<file path="config.mk">
export PLATFORM = sky130hd
export DESIGN_NAME = fpa_add_sp
export DESIGN_NICKNAME = d
export VERILOG_FILES = /design/src/rtl/fpa_pkg.sv /design/src/rtl/fpa_unpack.sv /design/src/rtl/fpa_align.sv /design/src/rtl/fpa_norm_amt.sv /design/src/rtl/fpa_round.sv /design/src/rtl/fpa_add_sp.sv
export SDC_FILE = /design/constraint.sdc
export NUM_CORES = 1
export LEC_CHECK = 0
export BUFFER_PORTS_ARGS = -buffer_cell sky130_fd_sc_hd__buf_2
export CORE_ASPECT_RATIO = 0.5
export CORE_UTILIZATION = 54
export DETAILED_ROUTE_END_ITERATION = 10
export PLACE_DENSITY = 0.78
export SYNTH_ARGS = -nofsm -noshare
export SYNTH_HDL_FRONTEND = slang
export SYNTH_HIERARCHICAL = 1
export SYNTH_SLANG_ARGS = --single-unit
export TNS_END_PERCENT = 100
</file>
<file path="constraint.sdc">
create_clock -name clk -period 13.85 [get_ports clk]
set_input_delay 0.6925 -clock clk [delete_from_list [all_inputs] [get_ports clk]]
set_output_delay 0.6925 -clock clk [all_outputs]
set_load 0.02 [all_outputs]
</file>
<file path="src/rtl/fpa_pkg.sv">
package fpa_pkg;

   // Sequencer states of the adder
   typedef enum logic [2:0] {
      ST_IDLE,
      ST_ALIGN,
      ST_ADD,
      ST_NORM,
      ST_ROUND
   } fpa_state_e;

   // Operand classes after decoding
   typedef enum logic [1:0] {
      CLS_ZERO,
      CLS_NORM,
      CLS_INF,
      CLS_NAN
   } fpa_class_e;

endpackage

</file>
<file path="src/rtl/fpa_unpack.sv">
module fpa_unpack
   import fpa_pkg::*;
#(
   parameter int EXP_W  = 8,
   parameter int FRAC_W = 23
) (
   input  logic [EXP_W+FRAC_W:0] word,
   output logic                  sign,
   output logic [EXP_W-1:0]      expo,
   output logic [FRAC_W:0]       sig,
   output fpa_class_e            cls
);

   logic [FRAC_W-1:0] frac;

   assign sign = word[EXP_W+FRAC_W];
   assign expo = word[EXP_W+FRAC_W-1:FRAC_W];
   assign frac = word[FRAC_W-1:0];

   // Exponent field 0 is read as zero (subnormals flushed, R9)
   always_comb begin
      sig = {1'b1, frac};
      cls = CLS_NORM;
      if (expo == '0) begin
         sig = '0;
         cls = CLS_ZERO;
      end else if (&expo) begin
         sig = '0;
         cls = (frac == '0) ? CLS_INF : CLS_NAN;
      end
   end

endmodule

</file>
<file path="src/rtl/fpa_align.sv">
module fpa_align #(
   parameter int SIG_W   = 24,
   parameter int GRS     = 3,
   parameter int SHIFT_W = 8
) (
   input  logic [SIG_W-1:0]     sig_in,
   input  logic [SHIFT_W-1:0]   shift,
   output logic [SIG_W+GRS-1:0] aligned
);

   localparam int EXT_W = SIG_W + GRS;

   logic [EXT_W-1:0] ext;
   logic [EXT_W-1:0] moved;
   logic [EXT_W-1:0] lost_mask;

   always_comb begin
      ext       = {sig_in, {GRS{1'b0}}};
      moved     = ext >> shift;
      lost_mask = ~({EXT_W{1'b1}} << shift);
      if (int'(shift) >= EXT_W) begin
         aligned = {{(EXT_W-1){1'b0}}, |sig_in};
      end else begin
         aligned = {moved[EXT_W-1:1], moved[0] | (|(ext & lost_mask))};
      end
   end

   // a nonzero significand never vanishes completely
   always_comb begin
      if (sig_in != '0) begin
         align_keep_chk: assert (aligned != '0);
      end
   end

endmodule

</file>
<file path="src/rtl/fpa_norm_amt.sv">
module fpa_norm_amt #(
   parameter int VAL_W  = 27,
   parameter int AMT_W  = 5,
   parameter bit SERIAL = 1'b0
) (
   input  logic [VAL_W-1:0] val,
   output logic [AMT_W-1:0] amt
);

   generate
      if (SERIAL) begin : g_serial
         logic unused_val;
         assign unused_val = ^val;
         assign amt        = AMT_W'(1);
      end else begin : g_lzc
         logic found;
         always_comb begin
            amt   = '0;
            found = 1'b0;
            for (int i = VAL_W - 1; i >= 0; i--) begin
               if (!found) begin
                  if (val[i]) found = 1'b1;
                  else        amt   = amt + AMT_W'(1);
               end
            end
         end
      end
   endgenerate

endmodule

</file>
<file path="src/rtl/fpa_round.sv">
module fpa_round #(
   parameter int SIG_W = 24
) (
   input  logic [SIG_W+2:0] sig_grs,
   output logic [SIG_W:0]   rounded
);

   logic keep_lsb, g_bit, r_bit, s_bit, bump;

   assign keep_lsb = sig_grs[3];
   assign g_bit    = sig_grs[2];
   assign r_bit    = sig_grs[1];
   assign s_bit    = sig_grs[0];

   // nearest, ties to even
   assign bump    = g_bit & (r_bit | s_bit | keep_lsb);
   assign rounded = {1'b0, sig_grs[SIG_W+2:3]} + (SIG_W+1)'(bump);

endmodule

</file>
<file path="src/rtl/fpa_add_sp.sv">
module fpa_add_sp
   import fpa_pkg::*;
#(
   parameter int EXP_W       = 8,
   parameter int FRAC_W      = 23,
   parameter bit NORM_SERIAL = 1'b0
) (
   input  logic                       clk,
   input  logic                       rst_n,
   input  logic                       start,
   input  logic [EXP_W+FRAC_W:0]      opnd_a,
   input  logic [EXP_W+FRAC_W:0]      opnd_b,
   output logic                       sum_valid,
   output logic [EXP_W+FRAC_W:0]      sum_word,
   output logic                       flag_ovf,
   output logic                       flag_uf
);

   localparam int WORD_W  = 1 + EXP_W + FRAC_W;
   localparam int SIG_W   = FRAC_W + 1;
   localparam int GRS     = 3;
   localparam int EXT_W   = SIG_W + GRS;
   localparam int ACC_W   = EXT_W + 1;
   localparam int SE_W    = EXP_W + 2;
   localparam int AMT_W   = $clog2(ACC_W);
   localparam int EXP_MAX = (1 << EXP_W) - 1;
   localparam logic [WORD_W-1:0] QNAN =
      {1'b0, {EXP_W{1'b1}}, 1'b1, {(FRAC_W-1){1'b0}}};

   generate
      if (EXP_W < 3 || EXP_W > 15) begin : g_bad_exp
         $error("fpa_add_sp: EXP_W out of range");
      end
      if (FRAC_W < 4) begin : g_bad_frac
         $error("fpa_add_sp: FRAC_W too small");
      end
   endgenerate

   fpa_state_e          state;
   logic [WORD_W-1:0]   a_q, b_q;
   logic                sign_q, eff_sub_q;
   logic [SE_W-1:0]     exp_q;
   logic [ACC_W-1:0]    acc_q;
   logic [EXT_W-1:0]    big_q, small_q;
   logic [WORD_W-1:0]   res_q;
   logic                ovf_q, uf_q, valid_q;

   // ---------------- operand decode and alignment ----------------
   logic               sa, sb;
   logic [EXP_W-1:0]   ea, eb;
   logic [SIG_W-1:0]   ma, mb;
   fpa_class_e         ca, cb;

   fpa_unpack #(.EXP_W(EXP_W), .FRAC_W(FRAC_W)) u_unp_a (
      .word(a_q), .sign(sa), .expo(ea), .sig(ma), .cls(ca));
   fpa_unpack #(.EXP_W(EXP_W), .FRAC_W(FRAC_W)) u_unp_b (
      .word(b_q), .sign(sb), .expo(eb), .sig(mb), .cls(cb));

   logic               a_big;
   logic [EXP_W-1:0]   exp_big, exp_small, exp_gap;
   logic [SIG_W-1:0]   sig_big, sig_small;
   logic [EXT_W-1:0]   small_al;

   assign a_big     = a_q[WORD_W-2:0] >= b_q[WORD_W-2:0];
   assign exp_big   = a_big ? ea : eb;
   assign exp_small = a_big ? eb : ea;
   assign sig_big   = a_big ? ma : mb;
   assign sig_small = a_big ? mb : ma;
   assign exp_gap   = exp_big - exp_small;

   fpa_align #(.SIG_W(SIG_W), .GRS(GRS), .SHIFT_W(EXP_W)) u_align (
      .sig_in(sig_small), .shift(exp_gap), .aligned(small_al));

   // special operands (R4 zeros, R9, R10)
   logic              spec_hit;
   logic [WORD_W-1:0] spec_word;

   always_comb begin
      spec_hit  = 1'b1;
      spec_word = '0;
      if (ca == CLS_NAN || cb == CLS_NAN ||
          (ca == CLS_INF && cb == CLS_INF && sa != sb)) begin
         spec_word = QNAN;
      end else if (ca == CLS_INF) begin
         spec_word = {sa, {EXP_W{1'b1}}, {FRAC_W{1'b0}}};
      end else if (cb == CLS_INF) begin
         spec_word = {sb, {EXP_W{1'b1}}, {FRAC_W{1'b0}}};
      end else if (ca == CLS_ZERO && cb == CLS_ZERO) begin
         spec_word = {sa & sb, {(WORD_W-1){1'b0}}};
      end else if (ca == CLS_ZERO) begin
         spec_word = b_q;
      end else if (cb == CLS_ZERO) begin
         spec_word = a_q;
      end else begin
         spec_hit = 1'b0;
      end
   end

   // ---------------- add, normalize, round ----------------
   logic [ACC_W-1:0] add_res;
   assign add_res = eff_sub_q ? ({1'b0, big_q} - {1'b0, small_q})
                              : ({1'b0, big_q} + {1'b0, small_q});

   logic [AMT_W-1:0] norm_amt;
   fpa_norm_amt #(.VAL_W(ACC_W-1), .AMT_W(AMT_W), .SERIAL(NORM_SERIAL)) u_namt (
      .val(acc_q[ACC_W-2:0]), .amt(norm_amt));

   logic [SIG_W:0] rnd;
   fpa_round #(.SIG_W(SIG_W)) u_round (
      .sig_grs(acc_q[EXT_W-1:0]), .rounded(rnd));

   logic exp_low, exp_high;
   assign exp_low  = exp_q[SE_W-1] || (exp_q == '0);
   assign exp_high = exp_q >= SE_W'(EXP_MAX);

   // ---------------- sequencer ----------------
   always_ff @(posedge clk or negedge rst_n) begin
      if (!rst_n) begin
         state     <= ST_IDLE;
         a_q       <= '0;
         b_q       <= '0;
         sign_q    <= 1'b0;
         eff_sub_q <= 1'b0;
         exp_q     <= '0;
         acc_q     <= '0;
         big_q     <= '0;
         small_q   <= '0;
         res_q     <= '0;
         ovf_q     <= 1'b0;
         uf_q      <= 1'b0;
         valid_q   <= 1'b0;
      end else begin
         valid_q <= 1'b0;
         unique case (state)
            ST_IDLE: begin
               if (start) begin
                  a_q   <= opnd_a;
                  b_q   <= opnd_b;
                  state <= ST_ALIGN;
               end
            end
            ST_ALIGN: begin
               if (spec_hit) begin
                  res_q   <= spec_word;
                  ovf_q   <= 1'b0;
                  uf_q    <= 1'b0;
                  valid_q <= 1'b1;
                  state   <= ST_IDLE;
               end else begin
                  sign_q    <= a_big ? sa : sb;
                  eff_sub_q <= sa ^ sb;
                  exp_q     <= SE_W'(exp_big);
                  big_q     <= {sig_big, {GRS{1'b0}}};
                  small_q   <= small_al;
                  state     <= ST_ADD;
               end
            end
            ST_ADD: begin
               if (add_res == '0) begin
                  res_q   <= '0;
                  ovf_q   <= 1'b0;
                  uf_q    <= 1'b0;
                  valid_q <= 1'b1;
                  state   <= ST_IDLE;
               end else begin
                  acc_q <= add_res;
                  state <= ST_NORM;
               end
            end
            ST_NORM: begin
               if (acc_q[ACC_W-1]) begin
                  acc_q <= {1'b0, acc_q[ACC_W-1:2], acc_q[1] | acc_q[0]};
                  exp_q <= exp_q + SE_W'(1);
               end else if (!acc_q[ACC_W-2]) begin
                  acc_q <= acc_q << norm_amt;
                  exp_q <= exp_q - SE_W'(norm_amt);
               end else begin
                  state <= ST_ROUND;
               end
            end
            ST_ROUND: begin
               if (exp_low) begin
                  res_q   <= {sign_q, {(WORD_W-1){1'b0}}};
                  ovf_q   <= 1'b0;
                  uf_q    <= 1'b1;
                  valid_q <= 1'b1;
                  state   <= ST_IDLE;
               end else if (rnd[SIG_W]) begin
                  acc_q <= {rnd, {GRS{1'b0}}};
                  state <= ST_NORM;
               end else if (exp_high) begin
                  res_q   <= {sign_q, {EXP_W{1'b1}}, {FRAC_W{1'b0}}};
                  ovf_q   <= 1'b1;
                  uf_q    <= 1'b0;
                  valid_q <= 1'b1;
                  state   <= ST_IDLE;
               end else begin
                  res_q   <= {sign_q, exp_q[EXP_W-1:0], rnd[FRAC_W-1:0]};
                  ovf_q   <= 1'b0;
                  uf_q    <= 1'b0;
                  valid_q <= 1'b1;
                  state   <= ST_IDLE;
               end
            end
            default: state <= ST_IDLE;
         endcase
      end
   end

   assign sum_valid = valid_q;
   assign sum_word  = res_q;
   assign flag_ovf  = ovf_q;
   assign flag_uf   = uf_q;

   // ---------------- assertions ----------------

   start_accept_chk: assert property (@(posedge clk) disable iff (!rst_n)
      (state == ST_IDLE && start) |=> (state == ST_ALIGN));


   valid_pulse_chk: assert property (@(posedge clk) disable iff (!rst_n)
      sum_valid |=> !sum_valid);


   ovf_inf_chk: assert property (@(posedge clk) disable iff (!rst_n)
      (sum_valid && flag_ovf) |->
         (sum_word[WORD_W-2:0] == {{EXP_W{1'b1}}, {FRAC_W{1'b0}}}) && !flag_uf);


   uf_zero_chk: assert property (@(posedge clk) disable iff (!rst_n)
      (sum_valid && flag_uf) |-> (sum_word[WORD_W-2:0] == '0) && !flag_ovf);


   norm_done_chk: assert property (@(posedge clk) disable iff (!rst_n)
      (state == ST_ROUND) |-> (acc_q[ACC_W-2] && !acc_q[ACC_W-1]));


   renorm_carry_chk: assert property (@(posedge clk) disable iff (!rst_n)
      (state == ST_NORM && $past(state) == ST_ROUND) |-> acc_q[ACC_W-1]);

endmodule

</file>
### Yosys cells after proc, flatten, opt, wreduce, memory -nomap -nowiden

Cells that the tools add are included.

| word-level totals | value |
|---|---|
| word-level logic and storage cells | 281 |
| flip-flop bits (word level) | 193 |
| input bits | 67 |

| cells by class | value |
|---|---|
| reduce and logical (&&, ||, !) cells | 29 |
| shift-type cells | 3 |
| eq/ne operators | 20 |
| add/subtract/negate cells | 32 |
| magnitude comparators | 3 |
| mux-type cells | 171 |
| bitwise operators | 9 |

Operator list:

| kind | number |
|---|---|
| 32-bit 2-to-1 mux | 10 |
| 5-bit 2-to-1 mux | 52 |
| 28-bit 2-to-1 mux | 6 |
| 24-bit 2-to-1 mux | 6 |
| 5-bit by 1-bit adder with 5-bit output (second input constant) | 25 |
| 32-bit case mux with 3 select lines | 1 |
| 28-bit case mux with 3 select lines | 1 |
| 1-bit 2-to-1 mux | 72 |
| 23-bit logical NOT | 2 |
| 31-bit greater-or-equal comparator | 1 |
| 31-bit 2-to-1 mux | 1 |
| 10-bit 2-to-1 mux | 3 |
| 27-bit by 27-bit adder with 28-bit output | 1 |
| 28-bit logical NOT | 1 |
| 28-bit by 5-bit << shifter with 28-bit output | 1 |
| 27-bit by 27-bit subtractor with 28-bit output | 1 |
| 27-bit bitwise AND | 1 |
| 27-bit 2-to-1 mux | 1 |
| 27-bit inverter | 1 |
| 27-bit OR reduction | 1 |
| 27-bit by 8-bit << shifter with 27-bit output (first input constant) | 1 |
| 27-bit by 8-bit >> shifter with 27-bit output | 1 |
| 24-bit by 1-bit adder with 25-bit output | 1 |
| 24-bit OR reduction | 1 |
| other kinds (36) | 75 |

### Depth between registers and ports, before layout

| depth | value |
|---|---|
| depth in word-level cells | 83 |
| gate-level depth with buffers | 79 |

### Hierarchy

Netlist, hierarchy kept.

By module, submodules not included:

| module | cells an instance | instances | area an instance (um^2) |
|---|---|---|---|
| fpa_add_sp | 1,764 | 1 | 15,387.3 |
| fpa_norm_amt | 434 | 1 | 3,154.3 |
| fpa_align | 293 | 1 | 2,119.5 |
| fpa_unpack | 51 | 2 | 396.6 |
| fpa_round | 70 | 1 | 513.0 |

### Worst setup path before layout

OpenSTA, ideal clock, no wires.

| timing path | value |
|---|---|
| path kind | register to register |
| start | reg acc_q[24] |
| end | reg exp_q[9] |
| setup time | 0.083 ns |
| data arrival time | 12.897 ns |
| cell stages (with the launch flop) | 74 |
| slack | 0.871 ns |
| clock period less this slack | 12.979 ns |
| path through | dfrtp_1 > buf_2 > a21oi_1 > ha_1 > o31a_1 > ha_1 > mux2i_1 > nand2_1 > a21oi_1 > a21o_1 > ha_1 > o32ai_1 > ha_1 > a21oi_1 > ha_1 > o21ai_0 > nand2b_1 > a21oi_1 > [... 38 more ...] > o21ai_0 > a21oi_1 > clkbuf_1 > inv_1 > clkbuf_1 > ha_1 > nor3b_1 > ha_1 > nor2b_1 > ha_1 > a21oi_1 > o21bai_1 > a21oi_1 > o21bai_1 > a21oi_1 > xor2_1 > or3_1 > o21ai_0 |

| between the ends | value |
|---|---|
| word-level cells in the longest chain between the ends | 78 |
| elaborated cells on any way between the ends | 103 |
| those cells by class | 25 x add/sub; 78 x mux |

Ends and longest elaborated chain:

| element | RTL line | source |
|---|---|---|
| start: declaration | fpa_add_sp.sv:43 | `logic [ACC_W-1:0] acc_q;` |
| start signal: assignment | fpa_add_sp.sv:166 | `acc_q <= add_res;` |
| start signal: assignment | fpa_add_sp.sv:172 | `acc_q <= {1'b0, acc_q[ACC_W-1:2], acc_q[1] \| acc_q[0]};` |
| start signal: assignment | fpa_add_sp.sv:175 | `acc_q <= acc_q << norm_amt;` |
| 5-bit 2-to-1 mux | fpa_norm_amt.sv:22 | `if (val[i]) found = 1'b1;` |
| 5-bit 2-to-1 mux | fpa_norm_amt.sv:21 | `if (!found) begin` |
| 5-bit by 1-bit adder with 5-bit output | fpa_norm_amt.sv:23 | `else amt = amt + AMT_W'(1);` |
| 5-bit 2-to-1 mux | fpa_norm_amt.sv:22 |  |
| 5-bit 2-to-1 mux | fpa_norm_amt.sv:21 |  |
| 5-bit by 1-bit adder with 5-bit output | fpa_norm_amt.sv:23 |  |
| 5-bit 2-to-1 mux | fpa_norm_amt.sv:22 |  |
| 5-bit 2-to-1 mux | fpa_norm_amt.sv:21 |  |
| [... 63 more ...] | n/a |  |
| 5-bit by 1-bit adder with 5-bit output | fpa_norm_amt.sv:23 |  |
| 5-bit 2-to-1 mux | fpa_norm_amt.sv:22 |  |
| 5-bit 2-to-1 mux (*) | fpa_norm_amt.sv:21 |  |
| named net norm_amt[1] | fpa_add_sp.sv:104 | `logic [AMT_W-1:0] norm_amt;` |
| 10-bit by 5-bit subtractor with 10-bit output (*) | fpa_add_sp.sv:176 | `exp_q <= exp_q - SE_W'(norm_amt);` |
| 10-bit 2-to-1 mux (*) | fpa_add_sp.sv:174 | `end else if (!acc_q[ACC_W-2]) begin` |
| 10-bit 2-to-1 mux (*) | fpa_add_sp.sv:171 | `if (acc_q[ACC_W-1]) begin` |
| 10-bit case mux with 2 select lines (*) | fpa_add_sp.sv:134 | `unique case (state)` |
| end signal: assignment | fpa_add_sp.sv:152 | `exp_q <= SE_W'(exp_big);` |
| end signal: assignment | fpa_add_sp.sv:173 | `exp_q <= exp_q + SE_W'(1);` |
| end signal: assignment | fpa_add_sp.sv:176 |  |
| end: declaration | fpa_add_sp.sv:42 | `logic [SE_W-1:0] exp_q;` |

The timed path passes the listed nets; every way through them passes the cells marked *. The select of a mux whose other input is x is not followed.
A chain may end at the register's enable or synchronous reset.

### Worst setup path in the final report

| timing path | value |
|---|---|
| start | reg acc_q[25] |
| end | reg exp_q[9] |

| between the ends | value |
|---|---|
| word-level cells in the longest chain between the ends | 81 |
| elaborated cells on any way between the ends | 107 |
| those cells by class | 26 x add/sub; 81 x mux |

Ends and longest elaborated chain:

| element | RTL line |
|---|---|
| 5-bit 2-to-1 mux | fpa_norm_amt.sv:22 |
| 5-bit 2-to-1 mux | fpa_norm_amt.sv:21 |
| 5-bit by 1-bit adder with 5-bit output | fpa_norm_amt.sv:23 |
| 5-bit 2-to-1 mux | fpa_norm_amt.sv:22 |
| 5-bit 2-to-1 mux | fpa_norm_amt.sv:21 |
| 5-bit by 1-bit adder with 5-bit output | fpa_norm_amt.sv:23 |
| 5-bit 2-to-1 mux | fpa_norm_amt.sv:22 |
| 5-bit 2-to-1 mux | fpa_norm_amt.sv:21 |
| [... 66 more ...] | n/a |
| 5-bit by 1-bit adder with 5-bit output | fpa_norm_amt.sv:23 |
| 5-bit 2-to-1 mux | fpa_norm_amt.sv:22 |
| 5-bit 2-to-1 mux (*) | fpa_norm_amt.sv:21 |
| named net norm_amt[4] | fpa_add_sp.sv:104 |
| 10-bit by 5-bit subtractor with 10-bit output (*) | fpa_add_sp.sv:176 |
| 10-bit 2-to-1 mux (*) | fpa_add_sp.sv:174 |
| 10-bit 2-to-1 mux (*) | fpa_add_sp.sv:171 |
| 10-bit case mux with 2 select lines (*) | fpa_add_sp.sv:134 |

Marks and branches as above.

==> flow_metrics.tcl <==
set metrics [dict create \
    outcome "completed" \
    syn_inst 2663 \
    ant_nets 0 \
    startpoint_type "flip-flop" \
    stdcell_count 3194 \
    max_freq_mhz 73.92 \
    die_h_microns 144.6 \
    max_slew.worst_pin.slew_ps 1183 \
    grt_pass1_wl_mm 110.1 \
    drc 0 \
    post-dp-hpwl_mm 53.19 \
    place_inst 3141 \
    final_nets 2839 \
    finalWorstPathRequiredPeriod_ps 13530 \
    ys_seq_elements 193 \
    async_reset_ff_share_pct 100.0 \
    area_growth_pct 7.069 \
    rsz0062_at_grt "yes" \
    hold_viol_final 0 \
    syn-num-nets 2851 \
    cts.sinks 193 \
    worstSetupPathType "reg -> reg" \
    root_buffer "clkbuf_16" \
    cap_violations 0 \
    cts_tree "yes" \
    drive_gt1_share_pct 18.28 \
    synth_edf_count 0 \
    slew_viol_final 0 \
    clk_latency_ps 470 \
    initial_utilization_pct 55.61 \
    clk_path_buf_depth 2 \
    place.port_buffers 101 \
    grt_max_degree 114 \
    globalRoute.busiestLayer "met2" \
    netlist_area_sq_mm 0.02197 \
    slowest_delay_ps 410 \
    core-area_sq_mm 0.03950 \
    final_common_cell "nand2_1" \
    globalRouteMet2Util_pct 49.74 \
    ioPinCount 102 \
    rows 51 \
    cp-end-kind "flip-flop" \
    routabilityCongestion 1.030 \
    use_met3_pct 6.972 \
    cp_max_fo 4 \
    cp.arrival_ps 13920 \
    min_path_type "in -> async" \
    design.die.area_sq_mm 0.04154 \
    die_x_microns 287.2 \
    diodes 0 \
    slew_headroom_pct 21.16 \
    synthFlopType "dfrtp_1" \
    path_clk_slew_ps 80 \
    first_global_vias 19240 \
    synth_cell_types 114 \
    synth_warnings 6 \
    fin_skew_ps 13.13 \
    globalRouteMet1Util_pct 49.63 \
    crit_top_cell "ha_1" \
    antenna_found_initial 3 \
    critPathSlowestCell "dfrtp_1" \
    synth_seq_area_share_pct 21.99 \
    min_period_over_period_pct 97.67 \
    grt.total_usage_pct 33.95 \
    wirelength_mm 71.44 \
    synth_area_leader_cell "dfrtp_1" \
    syn_area_per_cell_sq_um 8.249 \
    wl_per_cell_microns 22.37 \
    layout_common_cells "nand2_1 (244), dfrtp_1 (192), o21ai_0 (183), nor2_1 (183), a21oi_1 (178)" \
    yosysTopAreaCellShare_pct 21.99 \
    drt_first_iter_violations 2981 \
    grt_overflow 0 \
    htree_levels 4 \
    synth_area_leaders "dfrtp_1 (22%), ha_1 (6.8%), mux2_2 (5.9%)" \
    setup_viol 0 \
    via_per_inst 6.683 \
    first_pass_iters 6 \
    cts_buffers 17 \
    required_ps 14240 \
    via_count 21350 \
]
worst max-delay path, delay by kind of cell, from the launching register on:
family / cells / cell delay (ps)
AOI/OAI and AO/OA: 35 / 5400
muxes: 4 / 630
xor gates and xnor gates: 4 / 690
DFF: 1 / 410
adders and majority gates: 14 / 3860
and+or+nand+nor: 18 / 2300
buffers and inverters: 2 / 140
per-stage QoR:
step	cell area [sq um]	worst slack (ps)	hold WS [ps]	util (%)	TNS, ps
after floorplan	21970	870.8	396.9	-	0
after global placement	22500	349.3	467.5	56.97	0
after detailed placement	22500	-69.43	480.9	56.97	-69.43
after CTS	23120	35.59	374.6	58.53	0
after global routing	23520	-452.8	417.0	59.55	-3854
final	23520	322.0	319.4	59.55	0
timing repair:
item                       CTS  global route
hold buffers                 0             0
pin swaps                    0            51
gates resized for setup      3            53
setup buffers                0            21
hold endpoints to repair     0             0
setup endpoints to repair    1            35
cell type report:
| type | count | area, sq um |
|---|---|---|
| Clock inverter | 15 | 180.2 |
| Fill cell | 3558 | 15980 |
| Timing Repair Buffer | 157 | 954.7 |
| Tap cell | 530 | 663.1 |
| Multi-Input combinational cell | 2150 | 15970 |
| Inverter | 132 | 499.2 |
| Sequential cell | 193 | 4831 |
| Clock buffer | 17 | 425.4 |
flip-flops by register name, indices dropped and copies added (netlist names):
| register | count |
|---|---|
| exp_q | 10 |
| flag_ovf | 1 |
| sign_q | 1 |
| big_q | 24 |
| eff_sub_q | 1 |
| a_q | 32 |
| state | 3 |
| sum_valid | 1 |
| acc_q | 28 |
| sum_word | 32 |
| flag_uf | 1 |
| b_q | 32 |
| small_q | 27 |
logic make-up (layout without fill, tap and decap cells):
logic type,count (synthesis),count (layout),synth area share [%]
compound gates,717,717,20.93
xor+xnor,119,119,5.582
fa+ha+maj,136,136,7.649
buf+inv,320,321,6.647
flops,193,193,21.99
mux,287,287,15.83
simple gates,891,891,21.38
cell usage after synthesis, drive strengths merged (11+ instances only):
library cell / count
o21ai: 194
xor2: 36
nand2b: 31
o22ai: 35
a21o: 20
xnor2: 72
buf: 70
and4: 13
a211oi: 29
mux2i: 102
a211o: 11
nor2b: 49
o211ai: 31
clkbuf: 118
o21a: 13
and2: 28
nand3: 49
mux4: 22
a22oi: 47
o31ai: 21
or3: 18
o21bai: 15
inv: 131
and3: 17
nor4: 34
a31oi: 16
a221oi: 16
nand4: 29
dfrtp: 193
nor3: 75
maj3: 15
nor3b: 56
or4: 15
nand2: 245
a21oi: 191
mux2: 163
ha: 119
or2: 13
nor2: 197
final timing paths:
kind                            slack (ps)                       to  depth (start not counted)                    start
worst min register to register         500  sum_word[0]$_DFFE_PN0P_                          1  sum_word[0]$_DFFE_PN0P_
min in group clk                       430      b_q[28]$_DFFE_PN0P_                          3               opnd_b[28]
worst max register to register         320     exp_q[9]$_DFFE_PN0P_                         77    acc_q[25]$_DFFE_PN0P_
worst min-delay path                   320      a_q[30]$_DFFE_PN0P_                          1                    rst_n
worst max-delay path                   320     exp_q[9]$_DFFE_PN0P_                         77    acc_q[25]$_DFFE_PN0P_
max in group asynchronous            11810    acc_q[26]$_DFFE_PN0P_                          2                    rst_n
per-layer routing:
metal / up-vias / routed length [microns]
li1: 9718 / -
met1: 10300 / 32180
met2: 1139 / 29980
met3: 184 / 7278
met4: 2 / 1983
met5: - / 13
Power is left out: the tool's default activity adds up to more than one toggle a clock period on the data nets, which glitch-free logic cannot reach.
